[src/rtl/bwc_pkg.sv]
package bwc_pkg;

    typedef enum logic [1:0] {
        ST_IDLE = 2'd0,
        ST_RUN  = 2'd1,
        ST_DONE = 2'd2
    } bwc_state_e;

    typedef struct packed {
        bwc_state_e state;
        logic       ign_ack;
        logic       ack_seen;
    } bwc_ctrl_t;

endpackage

[src/rtl/bwc_ack_sync.sv]
module bwc_ack_sync #(
    parameter int STAGES = 2
) (
    input  logic clk,
    input  logic rst_n,
    input  logic ack_n_i,
    input  logic async_mode_i,
    output logic ack_o
);
    logic [STAGES-1:0] stg_d, stg_q;

    always_comb begin
        stg_d = {stg_q[STAGES-2:0], ~ack_n_i};
    end

    always_ff @(posedge clk) begin
        if (!rst_n) stg_q <= '0;
        else        stg_q <= stg_d;
    end

    assign ack_o = async_mode_i ? stg_q[STAGES-1] : ~ack_n_i;

    generate
        if (STAGES == 2) begin : g_chk2
            // asynchronous path lags the pin by two clocks
            p_async_lag_r8: assert property (@(posedge clk) disable iff (!rst_n)
                $past(rst_n) && $past(rst_n, 2) |-> stg_q[1] == !$past(ack_n_i, 2));
        end
    endgenerate

endmodule

[src/rtl/bwc_wait_timer.sv]
module bwc_wait_timer #(
    parameter int WAIT_W = 4
) (
    input  logic              clk,
    input  logic              rst_n,
    input  logic              load_i,
    input  logic [WAIT_W-1:0] load_val_i,
    input  logic              run_i,
    output logic              expired_o
);
    logic [WAIT_W-1:0] cnt_d, cnt_q;

    always_comb begin
        cnt_d = cnt_q;
        if (load_i)                   cnt_d = load_val_i;
        else if (run_i && cnt_q != 0) cnt_d = cnt_q - 1'b1;
    end

    always_ff @(posedge clk) begin
        if (!rst_n) cnt_q <= '0;
        else        cnt_q <= cnt_d;
    end

    assign expired_o = (cnt_q == '0);

    // a running count moves down by exactly one per clock
    p_count_down_r3: assert property (@(posedge clk) disable iff (!rst_n)
        run_i && !load_i && cnt_q != 0 |=> cnt_q == $past(cnt_q) - 1'b1);

endmodule

[src/rtl/bus_wait_ctrl.sv]
module bus_wait_ctrl
    import bwc_pkg::*;
#(
    parameter int WAIT_W      = 4,
    parameter int SYNC_STAGES = 2
) (
    input  logic              clk,
    input  logic              rst_n,
    input  logic              req_valid,
    input  logic              req_dram,
    input  logic [WAIT_W-1:0] wait_min,
    input  logic              ack_async,
    input  logic              is_master,
    input  logic              xfer_ack_n,
    output logic              cyc_active,
    output logic              cyc_done
);
    bwc_ctrl_t ctl_d, ctl_q;
    logic      ack_eff;
    logic      ack_live;
    logic      accept;
    logic      min_expired;

    bwc_ack_sync #(.STAGES(SYNC_STAGES)) u_sync (
        .clk          (clk),
        .rst_n        (rst_n),
        .ack_n_i      (xfer_ack_n),
        .async_mode_i (ack_async),
        .ack_o        (ack_eff)
    );

    bwc_wait_timer #(.WAIT_W(WAIT_W)) u_timer (
        .clk        (clk),
        .rst_n      (rst_n),
        .load_i     (accept),
        .load_val_i (wait_min),
        .run_i      (ctl_q.state == ST_RUN),
        .expired_o  (min_expired)
    );

    assign accept   = (ctl_q.state == ST_IDLE) && req_valid && is_master;
    assign ack_live = ack_eff && is_master && (ctl_q.state == ST_RUN) && !ctl_q.ign_ack;

    always_comb begin
        ctl_d = ctl_q;
        unique case (ctl_q.state)
            ST_IDLE: begin
                if (accept) begin
                    ctl_d.state    = ST_RUN;
                    ctl_d.ign_ack  = req_dram || (wait_min == '0);
                    ctl_d.ack_seen = 1'b0;
                end
            end
            ST_RUN: begin
                if (ack_live) ctl_d.ack_seen = 1'b1;
                if (min_expired && (ctl_q.ign_ack || ctl_q.ack_seen || ack_live))
                    ctl_d.state = ST_DONE;
            end
            ST_DONE: begin
                ctl_d.state = ST_IDLE;
            end
            default: ctl_d.state = ST_IDLE;
        endcase
    end

    always_ff @(posedge clk) begin
        if (!rst_n) begin
            ctl_q.state    <= ST_IDLE;
            ctl_q.ign_ack  <= 1'b0;
            ctl_q.ack_seen <= 1'b0;
        end else begin
            ctl_q <= ctl_d;
        end
    end

    assign cyc_active = (ctl_q.state == ST_RUN);
    assign cyc_done   = (ctl_q.state == ST_DONE);

    // done is a single-clock pulse and is followed by an idle clock
    p_done_pulse_r11: assert property (@(posedge clk) disable iff (!rst_n)
        cyc_done |=> !cyc_done && !cyc_active);
    // done never overlaps an active cycle
    p_done_excl_r11: assert property (@(posedge clk) disable iff (!rst_n)
        !(cyc_done && cyc_active));
    // a cycle only starts from an accepted request while master
    p_start_req_r2: assert property (@(posedge clk) disable iff (!rst_n)
        $rose(cyc_active) |-> $past(req_valid) && $past(is_master));
    // without mastership an acknowledge-dependent cycle cannot finish
    p_no_master_r10: assert property (@(posedge clk) disable iff (!rst_n)
        cyc_active && !ctl_q.ign_ack && !ctl_q.ack_seen && !is_master |=> !cyc_done);
    // acknowledge-free cycles finish as soon as the count runs out
    p_ign_finish_r6: assert property (@(posedge clk) disable iff (!rst_n)
        cyc_active && ctl_q.ign_ack && min_expired |=> cyc_done);

endmodule

[config.mk]
export PLATFORM = sky130hd
export DESIGN_NAME = bus_wait_ctrl
export DESIGN_NICKNAME = d
export VERILOG_FILES = /design/src/rtl/bwc_pkg.sv /design/src/rtl/bwc_ack_sync.sv /design/src/rtl/bwc_wait_timer.sv /design/src/rtl/bus_wait_ctrl.sv
export SDC_FILE = /design/constraint.sdc
export NUM_CORES = 1
export LEC_CHECK = 0
export ABC_CLOCK_PERIOD_IN_PS = 1900
export BUFFER_PORTS_ARGS = -buffer_cell sky130_fd_sc_hd__buf_2
export CAP_MARGIN = 20
export CORE_AREA = 2 2 39 41
export CTS_BUF_LIST = sky130_fd_sc_hd__clkbuf_16
export DETAILED_ROUTE_END_ITERATION = 16
export DIE_AREA = 0 0 41 43
export PLACE_DENSITY = 0.65
export RECOVER_POWER = 25
export SYNTH_ARGS = -nofsm -noshare
export SYNTH_HDL_FRONTEND = slang
export SYNTH_SLANG_ARGS = --single-unit
[constraint.sdc]
create_clock -name clk -period 1.9 [get_ports clk]
set_input_delay 0.38 -clock clk [delete_from_list [all_inputs] [get_ports clk]]
set_output_delay 0.38 -clock clk [all_outputs]
set_load 0.005 [all_outputs]
== Word-level counts from Yosys, hierarchy flattened ==
Cells that the tools add are included.

* Register bits after elaboration: 10
* Input port bits: 11

* $add $sub $neg: 1
* Equality and inequality tests: 5
* Multiplexer cells: 8
* Bitwise gates (word level): 1
* Reduce and logical (&&, ||, !) cells: 20

{| class="wikitable"
|+ Operators with widths
! cell !! number
|-
| $mux 4 || 3
|-
| $logic_not 4->1 || 2
|-
| $logic_and 1x1->1 || 7
|-
| $ne 2x2->1 const B || 3
|-
| $pmux 2 s2 || 1
|-
| $reduce_and 2->1 || 2
|-
| $reduce_bool 2->1 || 2
|-
| $reduce_bool 4->1 || 1
|-
| $sub 4x1->4 const B || 1
|-
| $logic_or 1x1->1 || 3
|-
| $reduce_and 3->1 || 1
|-
| $eq 2x1->1 const B || 1
|-
| $eq 2x2->1 const B || 1
|-
| $logic_not 2->1 || 1
|-
| $mux 1 || 2
|-
| $mux 2 || 1
|-
| $pmux 1 s2 || 1
|-
| $logic_not 1->1 || 1
|-
| $not 1->1 || 1
|}

== Longest topological paths before layout ==
Gate-level depths: netlist (run 1).

* Depth after elaboration: 9
* Depth in mapped cells: 5
* Depth with buffers taken out: 5

== By module ==
A second synthesis (run 1) with hierarchy kept.

* Cell total of the unflattened synthesis: 55
* Area total of the unflattened synthesis: 509.2 µm²

{| class="wikitable"
|+ Modules (own cells, without submodules)
! module !! instances !! cells each !! area each (µm²) !! seq. area each (µm²)
|-
| bwc_wait_timer || 1 || 31 || 256.5 || 80.1
|-
| bus_wait_ctrl || 1 || 18 || 191.4 || 80.1
|-
| bwc_ack_sync || 1 || 6 || 61.3 || 40.0
|}

== Worst setup path before layout (run 1) ==
OpenSTA, ideal clock, no wires.

* Path type: register -> register
* Start point: register u_timer.cnt_q[0]
* End point: register u_timer.cnt_q[3]
* Setup time: 0.074 ns
* Arrival time: 1.301 ns
* Slack: 0.525 ns
* Stages on the path, launching flop included: 6
* Cells stage by stage: dfxtp_1 -> inv_1 -> ha_1 -> nor3b_2 -> or4_1 -> a31oi_1

* Cells in the longest elaborated chain, start to end: 3
* Elaborated cells between the ends (all ways): 6
* Those cells by class: add/sub: 1; mux: 2; reduce/logical: 3

{| class="wikitable"
|+ RTL lines
! element !! RTL line !! source
|-
| from (decl) || bwc_wait_timer.sv:11 || <nowiki>logic [WAIT_W-1:0] cnt_d, cnt_q;</nowiki>
|-
| from (signal assigned) || bwc_wait_timer.sv:21 || <nowiki>else cnt_q <= cnt_d;</nowiki>
|-
| $sub 4x1->4 or $reduce_bool 4->1 (tied branches) || bwc_wait_timer.sv:16 || <nowiki>else if (run_i && cnt_q != 0) cnt_d = cnt_q - 1'b1;</nowiki>
|-
| $mux 4 or $logic_and 1x1->1 (tied branches) || bwc_wait_timer.sv:16 ||
|-
| $mux 4 or $reduce_bool 2->1 (tied branches) || -- ||
|}

Parallel ways exist; a longest one is shown, timed or not. The select of a mux whose other input is x is not followed.
A chain may end at the register's enable or synchronous reset.

== Worst setup path after layout (run 1) ==
* Start point: register ctl_q[3] in the netlist's numbering
* End point: output cyc_active

* Cells in the longest elaborated chain, start to end: 1

{| class="wikitable"
|+ RTL lines
! element !! RTL line !! source
|-
| from (decl) || bus_wait_ctrl.sv:18 || <nowiki>bwc_ctrl_t ctl_d, ctl_q;</nowiki>
|-
| from (signal assigned) || bus_wait_ctrl.sv:72 || <nowiki>ctl_q <= ctl_d;</nowiki>
|-
| $eq 2x1->1 || bus_wait_ctrl.sv:76 || <nowiki>assign cyc_active = (ctl_q.state == ST_RUN);</nowiki>
|-
| to (decl) || bus_wait_ctrl.sv:15 || <nowiki>output logic cyc_active,</nowiki>
|}

No other way between the ends.

==> results.sh, run 1 <==
export IMPL_swShare_pct=24.52
export IMPL_ioPinCount=13
export IMPL_drc=0
export IMPL_diodes=0
export IMPL_total_switching_power_uw=180.4
export IMPL_ys_seq_area_share_pct=40.20
export IMPL_rr_worst_depth=5
export IMPL_yosys_top_cells_count="sky130_fd_sc_hd__dfxtp_1, sky130_fd_sc_hd__a31oi_1, sky130_fd_sc_hd__inv_1"
export IMPL_initial_antenna_violation_count=0
export IMPL_track_usage_pct=16.90
export IMPL_cts_clk_slew_worst_paths_ns=0.04
export IMPL_unrepaired_setup_endpoints_after_global_routing="no"
export IMPL_ys_seq_elements=10
export IMPL_tritoncts="yes"
export IMPL_detail_route_vias_per_cell=5.517
export IMPL_core_area_um2=1384
export IMPL_grt_pass1_wl_mm=1.890
export IMPL_critical_path_peak_fanout=11
export IMPL_tritoncts_num_buffers=3
export IMPL_maxSlewHeadroom_pct=75.55
export IMPL_fin_nets=84
export IMPL_count_of_flip_flops_with_a_built_in_enable_after_synthesis=0
export IMPL_synth_most_common_cell="sky130_fd_sc_hd__dfxtp_1"
export IMPL_status="finished clean"
export IMPL_overall_die_width_um=41
export IMPL_clock_skew_ns=0.001250
export IMPL_fraction_of_final_layout_cells_sized_beyond_drive_strength_1_pct=23.94
export IMPL_gr_total_overflow=0
export IMPL_min_period_ns=1.527
export IMPL_synth_area_top_cells="sky130_fd_sc_hd__dfxtp_1, sky130_fd_sc_hd__a31oi_1, sky130_fd_sc_hd__o211ai_1"
export IMPL_power_report_internal_total_uw=555.3
export IMPL_maximum_number_of_pins_on_one_net_before_global_route_repair=12
export IMPL_portBuffers=12
export IMPL_drt_wirelength_per_cell_um=13.93
export IMPL_drv_cap=0
export IMPL_critPathKind="flop to output pin"
export IMPL_totalWireLength_mm=1.212
export IMPL_crit_arrival_ns=1.15
export IMPL_detailroute_via_count=480
export IMPL_setup_ws_ns=0.3729
export IMPL_clock_power_share_pct=51.4
export IMPL_post_cts_buffers=0
export IMPL_power_leakage_nw=0.2617
export IMPL_tightestPinTransition_ns=0.3668
export IMPL_synth_cell_types=29
export IMPL_number_of_warnings_reported_in_the_yosys_synthesis_log=0
export IMPL_cp_data_required_time_ns=1.52
export IMPL_ant_nets=0
export IMPL_floorplan_die_area_um2=1763
export IMPL_total_negative_slack_ns=0
export IMPL_synth_largest_area_cell="sky130_fd_sc_hd__dfxtp_1"
export IMPL_pre_cts_slack_ns=0.4495
export IMPL_final_period_utilization_pct=80.38
export IMPL_fmax_mhz=654.8
export IMPL_top_area_cell_type_share_of_the_netlist_area_pct=40.20
export IMPL_cts_resized=0
export IMPL_p_seq_share_pct=33.1
export IMPL_cts_hold_repair_buffers=0
export IMPL_worst_skew_pair_late_latency_ns=0.24
export IMPL_timing_critical_path_to_type="output pin"
export IMPL_drt_initial_drc_count=12
export IMPL_max_clock_path_buffers=2
export IMPL_synth_area_per_cell_um2=8.892
export IMPL_via_count_of_the_first_global_routing_pass=429
export IMPL_die_height_um=43
export IMPL_timing_final_hold_violations=0
export IMPL_setup_viol=0
export IMPL_syn_to_final_growth_pct=30.65
export IMPL_finalMaxSlewViolations=0
export IMPL_initial_core_utilization_pct=35.99
export IMPL_rows=14
export IMPL_worst_hold_slack_ns=0.3113
export IMPL_cts_root_buf="sky130_fd_sc_hd__clkbuf_16"
export IMPL_first_pass_iters=3
export IMPL_areal_power_density_over_the_cells_nw_per_um2=1131
export IMPL_post_synth_inst_count=56
export IMPL_synthesis_area_um2=498.0
export IMPL_hold_depth=2
export IMPL_finalWeightedCongestion=0.7062
export IMPL_synthesis_nets=68
export IMPL_cts_h_tree_lvls=1
export IMPL_critPathLaunchType="flop"
export IMPL_tritoncts_sink_count=10
export IMPL_finalPower_uw=735.7
export IMPL_ys_async_sr_fraction_pct=0
export IMPL_vdd_drop_max_v=0.0007208
export IMPL_power_combinational_fraction_pct=15.6
export IMPL_synth_top_flop_cell="sky130_fd_sc_hd__dfxtp_1"
export IMPL_worstHoldPathType="input port to flop"
[critical path, stage by stage (launching register included)]
cell and delay [ns]:
sky130_fd_sc_hd__dfxtp_1 0.36, sky130_fd_sc_hd__nand2b_1 0.35, sky130_fd_sc_hd__inv_2 0.07, sky130_fd_sc_hd__buf_2 0.14
[worst paths after layout]
check,to,start,slack (ns)
max,cyc_active,ctl_q[3],0.37
max reg2reg,u_timer.cnt_q[3],u_timer.cnt_q[0],0.42
min reg2reg,u_sync.stg_q[1],u_sync.stg_q[0],0.43
min,u_sync.stg_q[0],xfer_ack_n,0.31
[power groups by stage]
stage	Clock, mW	Combinational (mW)	Sequential [mW]
6_report	0.378	0.115	0.243
5_1_grt	0.403	0.130	0.245
4_1_cts	0.387	0.115	0.243
3_5_place_dp	0	0.113	0.246
3_3_place_gp	0	0.112	0.245
2_1_floorplan	0	0.0818	0.242
[layer usage]
metal  wire [um]  track usage [%]
met5           0                0
met4          23            8.000
met3          71            9.424
met2         565            24.06
met1         552            19.74
[cell families after synthesis]
family | synth area share, %
buf+inv | 4.771
flops | 40.20
simple gates | 33.92
compound gates | 18.59
fa+ha+maj | 2.512
[state kept, by name (all words and copies together) (netlist names)]
signal and flops:
u_timer.cnt_q 4, ctl_q 4, u_sync.stg_q 2
[cells in the final DEF, fill, tap and decap left out, drive strengths merged, types with 2 or more instances in the layout]
cell type	count
a31oi	4
buf	11
clkbuf	4
dfxtp	10
inv	5
nand2	2
nand2b	3
nor2	3
nor3	3
nor3b	3
nor4	2
o211ai	3
o21ai	2
or3	2
[cell type report]
| type | instances | area, um^2 |
|---|---|---|
| timing repair buffer | 12 | 58.81 |
| clock buffer | 3 | 75.07 |
| inverter | 5 | 18.77 |
| multi-input combinational | 40 | 274.0 |
| clock inverter | 1 | 3.754 |
| fill | 141 | 733.2 |
| sequential | 10 | 200.2 |
| tap | 16 | 20.02 |
[through the flow]
stage | instance area (um^2) | utilization, % | instances
after floorplan | 498.0 | - | 56
after global placement | 573.1 | 41.41 | 83
after CTS | 651.9 | 47.11 | 87
final | 650.6 | 47.02 | 87
after detailed placement | 573.1 | 41.41 | 83
after global routing | 650.6 | 47.02 | 87
Power figures use the tool's default switching activity.
==> run 2: changes to the inputs <==
- ABC_CLOCK_PERIOD_IN_PS: 1900 -> 1380
- PLACE_DENSITY: 0.65 -> 0.67
- clock period: 1.9 -> 1.38 ns (I/O delays scaled with it)
==> run 2 against run 1 <==
Against the previous run:
- first-iteration DRC count unchanged
- die area is the same
- combinational power is 110% higher
- critical endpoint is now u_timer.cnt_q[3]
- clock power is 37% higher
- sequential power increased by 41%
- flip-flop and latch count stayed put
- utilization is 6.2 points higher
- total power is 50% higher
- critical path depth stayed put
- highest routed layer unchanged
- via count up 2.5%
- largest power group unchanged
==> results.sh, run 2 (synthesis results as in run 1) <==
export IMPL_worst_r2r_startpoint="u_timer.cnt_q[1]"
export IMPL_maxSlewHeadroom_pct=81.12
export IMPL_finalWeightedCongestion=0.7257
export IMPL_ioPinCount=13
export IMPL_portBuffers=12
export IMPL_holdPathEnd="u_sync.stg_q[0]"
export IMPL_clock_skew_ns=0.001465
export IMPL_cts_clk_slew_worst_paths_ns=0.04
export IMPL_crit_arrival_ns=1.52
export IMPL_final_period_utilization_pct=98.30
export IMPL_cts_root_buf="sky130_fd_sc_hd__clkbuf_16"
export IMPL_fraction_of_final_layout_cells_sized_beyond_drive_strength_1_pct=43.42
export IMPL_min_period_ns=1.356
export IMPL_track_usage_pct=18.18
export IMPL_cp_data_required_time_ns=1.55
export IMPL_floorplan_die_area_um2=1763
export IMPL_total_switching_power_uw=264.8
export IMPL_initial_core_utilization_pct=35.99
export IMPL_swShare_pct=23.98
export IMPL_finalMaxSlewViolations=0
export IMPL_critical_path_peak_fanout=3
export IMPL_unrepaired_setup_endpoints_after_global_routing="yes"
export IMPL_timing_critical_path_to_type="flop"
export IMPL_total_negative_slack_ns=0
export IMPL_detail_route_wirelength_met1_um=579
export IMPL_rows=14
export IMPL_pre_cts_slack_ns=-0.03392
export IMPL_core_area_um2=1384
export IMPL_worst_hold_slack_ns=0.2116
export IMPL_p_seq_share_pct=31.0
export IMPL_rr_worst_depth=3
export IMPL_dr_wl_met2_um=570
export IMPL_setup_viol=0
export IMPL_overall_die_width_um=41
export IMPL_vdd_drop_max_v=0.0008253
export IMPL_syn_to_final_growth_pct=47.99
export IMPL_drt_initial_drc_count=12
export IMPL_max_clock_path_buffers=2
export IMPL_tritoncts_sink_count=10
export IMPL_cts_hold_repair_buffers=0
export IMPL_detail_route_vias_per_cell=5.348
export IMPL_cts_h_tree_lvls=1
export IMPL_fin_nets=89
export IMPL_clock_power_share_pct=46.8
export IMPL_die_height_um=43
export IMPL_areal_power_density_over_the_cells_nw_per_um2=1499
export IMPL_tritoncts_num_buffers=3
export IMPL_place_detailed_hpwl_um=877.7
export IMPL_setup_ws_ns=0.02351
export IMPL_drc=0
export IMPL_top_signal_layer_used="met4"
export IMPL_worstHoldPathType="input port to flop"
export IMPL_layout_cells_most_common_list="sky130_fd_sc_hd__buf_2, sky130_fd_sc_hd__dfxtp_1, sky130_fd_sc_hd__a31oi_1, sky130_fd_sc_hd__dfxtp_2, sky130_fd_sc_hd__buf_4"
export IMPL_tightestPinTransition_ns=0.2807
export IMPL_hold_depth=2
export IMPL_area_occupied_by_multi_input_gates_um2=300.3
export IMPL_via_count_of_the_first_global_routing_pass=467
export IMPL_power_report_internal_total_uw=839.6
export IMPL_diodes=0
export IMPL_mostFrequentLayoutCell="sky130_fd_sc_hd__buf_2"
export IMPL_end_of_the_worst_register_to_register_path="u_timer.cnt_q[3]"
export IMPL_maximum_number_of_pins_on_one_net_before_global_route_repair=8
export IMPL_ant_nets=0
export IMPL_status="finished clean"
export IMPL_reg_top3="ctl_q x4, u_timer.cnt_q x4, u_sync.stg_q x2"
export IMPL_first_pass_iters=3
export IMPL_detailroute_via_count=492
export IMPL_tritoncts="yes"
export IMPL_power_combinational_fraction_pct=22.3
export IMPL_critPathLaunchType="flop"
export IMPL_worst_skew_pair_late_latency_ns=0.24
export IMPL_initial_antenna_violation_count=0
export IMPL_area_occupied_by_registers_um2=209.0
export IMPL_totalWireLength_mm=1.231
export IMPL_num_fill_cells=128
export IMPL_critPathKind="flop to flop"
export IMPL_drv_cap=0
export IMPL_fmax_mhz=737.2
export IMPL_reg2reg_setup_slack_ns=0.02
export IMPL_grt_pass1_wl_mm=2.035
export IMPL_startpoint_of_the_lowest_slack_hold_path="xfer_ack_n"
export IMPL_met3RoutedLength_um=61
export IMPL_gr_total_overflow=0
export IMPL_power_leakage_nw=0.2973
export IMPL_timing_final_hold_violations=0
export IMPL_drt_wirelength_per_cell_um=13.38
[run 2: stage by stage]
stage | util, % | instance area, um^2 | cells | power (mW)
after floorplan | - | 498.0 | 56 | 0.4457
after global placement | 43.04 | 595.6 | 86 | 0.5099
after detailed placement | 43.04 | 595.6 | 86 | 0.5142
after CTS | 51.72 | 715.7 | 91 | 1.097
after global routing | 53.25 | 737.0 | 92 | 1.174
final | 53.25 | 737.0 | 92 | 1.104
[run 2: worst max-delay path by stage]
stage | start | endpoint | slack, ns | depth (start not counted)
finish | u_timer.cnt_q[1] | u_timer.cnt_q[3] | 0.02 | 3
global route | u_timer.cnt_q[1] | u_timer.cnt_q[3] | -0.02 | 3
CTS | u_timer.cnt_q[1] | u_timer.cnt_q[3] | -0.002 | 3
detailed placement | u_timer.cnt_q[0] | u_timer.cnt_q[3] | -0.03 | 5
global placement | u_timer.cnt_q[0] | u_timer.cnt_q[3] | 0.0004 | 5
floorplan | u_timer.cnt_q[0] | u_timer.cnt_q[3] | 0.005 | 5
[run 2: worst max-delay path, cell delays in order, from the launching register on]
cell and delay (ns):
sky130_fd_sc_hd__dfxtp_2 0.32, sky130_fd_sc_hd__or3_4 0.38, sky130_fd_sc_hd__or4_1 0.46, sky130_fd_sc_hd__a31oi_1 0.13
[run 2: layout make-up]
class                   count  share of cell area [%]
clock inverters             1                  0.5093
repair buffers             17                   14.94
well taps                  16                   2.716
clock buffers               3                   10.19
multi-input cells          40                   40.75
flip-flops and latches     10                   28.35
inverters                   5                   2.547
[run 2: repair_timing]
item	4_1_cts	5_1_grt
buffers inserted	1	1
pin swaps	4	1
gates resized for setup	7	6
setup endpoints to repair	3	5
[run 2: metal layers]
layer	global-route usage (%)	vias to the layer above
met2	24.38	11
met1	23.61	219
met3	6.283	4
met4	12.00	0
met5	0	-
li1	-	258
[run 2: power by group through the flow]
stage          combinational [mW]  clock, mW  sequential (mW)
2_1_floorplan               0.113          0            0.333
3_3_place_gp                0.172          0            0.338
3_5_place_dp                0.176          0            0.338
4_1_cts                     0.228      0.530            0.338
5_1_grt                     0.275      0.553            0.345
6_report                    0.246      0.516            0.342
==> run 3: changes to the inputs <==
- SETUP_SLACK_MARGIN: not set -> 0.5
==> run 3 against run 2 <==
Against the previous run:
- the flow now finishes with violations (negative setup slack)
- combinational power rose by 27%
- sequential power barely moved
- global-route usage rose by 0.87 points
- worst hold slack improved by 0.00079 ns
- cell area rose by 16%
- non-clock buffer count rose by 7
- critical path depth did not move
- total power rose by 4.6%
- maximum frequency fell by 4.8%
- clock skew rose by 0.00054 ns
==> results.sh, run 3 (synthesis results as in run 1) <==
export IMPL_clock_skew_ns=0.002007
export IMPL_finalNonFillerCells=98
export IMPL_critPathKind="flop to flop"
export IMPL_tritoncts_sink_count=10
export IMPL_finalMaxSlewViolations=0
export IMPL_areal_power_density_over_the_cells_nw_per_um2=1350
export IMPL_overall_die_width_um=41
export IMPL_pre_cts_slack_ns=0.003219
export IMPL_ant_nets=0
export IMPL_setup_ws_ns=-0.04487
export IMPL_fin_nets=96
export IMPL_finish_instance_area_um2=855.8
export IMPL_unrepaired_setup_endpoints_after_global_routing="yes"
export IMPL_critPathLaunchType="flop"
export IMPL_tightestPinTransition_ns=0.3101
export IMPL_diodes=0
export IMPL_floorplan_die_area_um2=1763
export IMPL_ioPinCount=13
export IMPL_cts_hold_repair_buffers=0
export IMPL_reg_top3="ctl_q x4, u_timer.cnt_q x4, u_sync.stg_q x2"
export IMPL_detailroute_via_count=557
export IMPL_numPlacedInstances=87
export IMPL_critical_path_peak_fanout=2
export IMPL_max_clock_path_buffers=2
export IMPL_core_area_um2=1384
export IMPL_rows=14
export IMPL_detail_route_vias_per_cell=5.684
export IMPL_num_fill_cells=120
export IMPL_timing_final_hold_violations=0
export IMPL_cts_root_buf="sky130_fd_sc_hd__clkbuf_16"
export IMPL_fraction_of_final_layout_cells_sized_beyond_drive_strength_1_pct=57.32
export IMPL_portBuffers=12
export IMPL_syn_to_final_growth_pct=71.86
export IMPL_p_seq_share_pct=29.5
export IMPL_initial_antenna_violation_count=0
export IMPL_mostFrequentLayoutCell="sky130_fd_sc_hd__buf_2"
export IMPL_tritoncts_num_buffers=3
export IMPL_worstHoldPathType="input port to flop"
export IMPL_crit_arrival_ns=1.59
export IMPL_place_detailed_hpwl_um=943.5
export IMPL_totalWireLength_mm=1.453
export IMPL_finalWeightedCongestion=0.7612
export IMPL_power_report_internal_total_uw=869.4
export IMPL_first_pass_iters=4
export IMPL_swShare_pct=24.77
export IMPL_initial_core_utilization_pct=35.99
export IMPL_fmax_mhz=701.8
export IMPL_gr_total_overflow=0
export IMPL_power_combinational_fraction_pct=27.0
export IMPL_clock_power_share_pct=43.5
export IMPL_status="finished, violations left"
export IMPL_drv_cap=0
export IMPL_cts_h_tree_lvls=1
export IMPL_via_count_of_the_first_global_routing_pass=524
export IMPL_cts_clk_slew_worst_paths_ns=0.04
export IMPL_maxSlewHeadroom_pct=79.14
export IMPL_min_period_ns=1.425
export IMPL_timing_critical_path_to_type="flop"
export IMPL_cp_data_required_time_ns=1.54
export IMPL_die_height_um=43
export IMPL_drt_wirelength_per_cell_um=14.83
export IMPL_setup_viol=1
export IMPL_tritoncts="yes"
export IMPL_power_leakage_nw=0.3391
export IMPL_grt_pass1_wl_mm=2.208
export IMPL_final_period_utilization_pct=103.3
export IMPL_drc=0
export IMPL_track_usage_pct=19.05
export IMPL_drt_initial_drc_count=3
export IMPL_maximum_number_of_pins_on_one_net_before_global_route_repair=7
export IMPL_layout_cells_most_common_list="sky130_fd_sc_hd__buf_2, sky130_fd_sc_hd__buf_4, sky130_fd_sc_hd__dfxtp_1"
export IMPL_worst_skew_pair_late_latency_ns=0.23
export IMPL_vdd_drop_max_v=0.0009263
export IMPL_detailed_place_area_um2=646.9
export IMPL_worst_hold_slack_ns=0.2124
export IMPL_violations="negative setup slack"
export IMPL_total_switching_power_uw=286.2
run 3: cell count changes in the layout (fill, tap and decap cells not counted), sizes merged:
cell | before | now
buf | 17 | 24
clkinv | 1 | 0
run 3: final timing paths:
check	startpoint	slack, ns	depth (start not counted)	endpoint
worst max-delay path	u_timer.cnt_q[0]	-0.04	3	u_timer.cnt_q[3]
worst min-delay path	xfer_ack_n	0.21	2	u_sync.stg_q[0]
worst max register to register	u_timer.cnt_q[0]	-0.04	3	u_timer.cnt_q[3]
worst min register to register	u_sync.stg_q[0]	0.44	1	u_sync.stg_q[1]
run 3: final cells by class:
type / count / area (um^2) / share of cell area, %
inverters: 5 / 21.27 / 2.485
repair buffers: 24 / 167.7 / 19.59
flip-flops and latches: 10 / 207.7 / 24.27
multi-input cells: 40 / 364.1 / 42.54
clock buffers: 3 / 75.07 / 8.772
well taps: 16 / 20.02 / 2.339
run 3: metal layers:
metal / vias to the layer above / GRT usage (%) / wire, um
li1: 270 / - / -
met1: 267 / 22.15 / 598
met2: 13 / 30.31 / 752
met3: 7 / 3.141 / 52
met4: 0 / 12.00 / 50
met5: - / 0 / 0
run 3: power by group through the flow:
stage	logic [mW]	registers, mW	clock network (mW)
6_report	0.312	0.341	0.502
5_1_grt	0.334	0.344	0.521
4_1_cts	0.243	0.341	0.507
3_5_place_dp	0.206	0.342	0
3_3_place_gp	0.201	0.342	0
2_1_floorplan	0.141	0.339	0
run 3: worst max-delay path, stage by stage, from the launching register on:
cell and delay (ns):
sky130_fd_sc_hd__dfxtp_2 0.32, sky130_fd_sc_hd__or3_4 0.38, sky130_fd_sc_hd__or4_4 0.49, sky130_fd_sc_hd__a31oi_4 0.16
run 3: what timing repair did:
item	CTS	global route
resized for setup	6	12
setup buffers	3	5
pin swaps	4	6
endpoints found under the hold margin	0	0
setup endpoints to repair	10	10
run 3: metrics by stage:
| step | total power [mW] | utilization [%] | setup TNS (ns) |
|---|---|---|---|
| global route | 1.199 | 61.84 | -0.07385 |
| global placement | 0.5427 | 46.75 | 0 |
| floorplan | 0.4798 | - | 0 |
| CTS | 1.090 | 55.43 | 0 |
| finish | 1.156 | 61.84 | -0.04487 |
| detailed placement | 0.5481 | 46.75 | 0 |
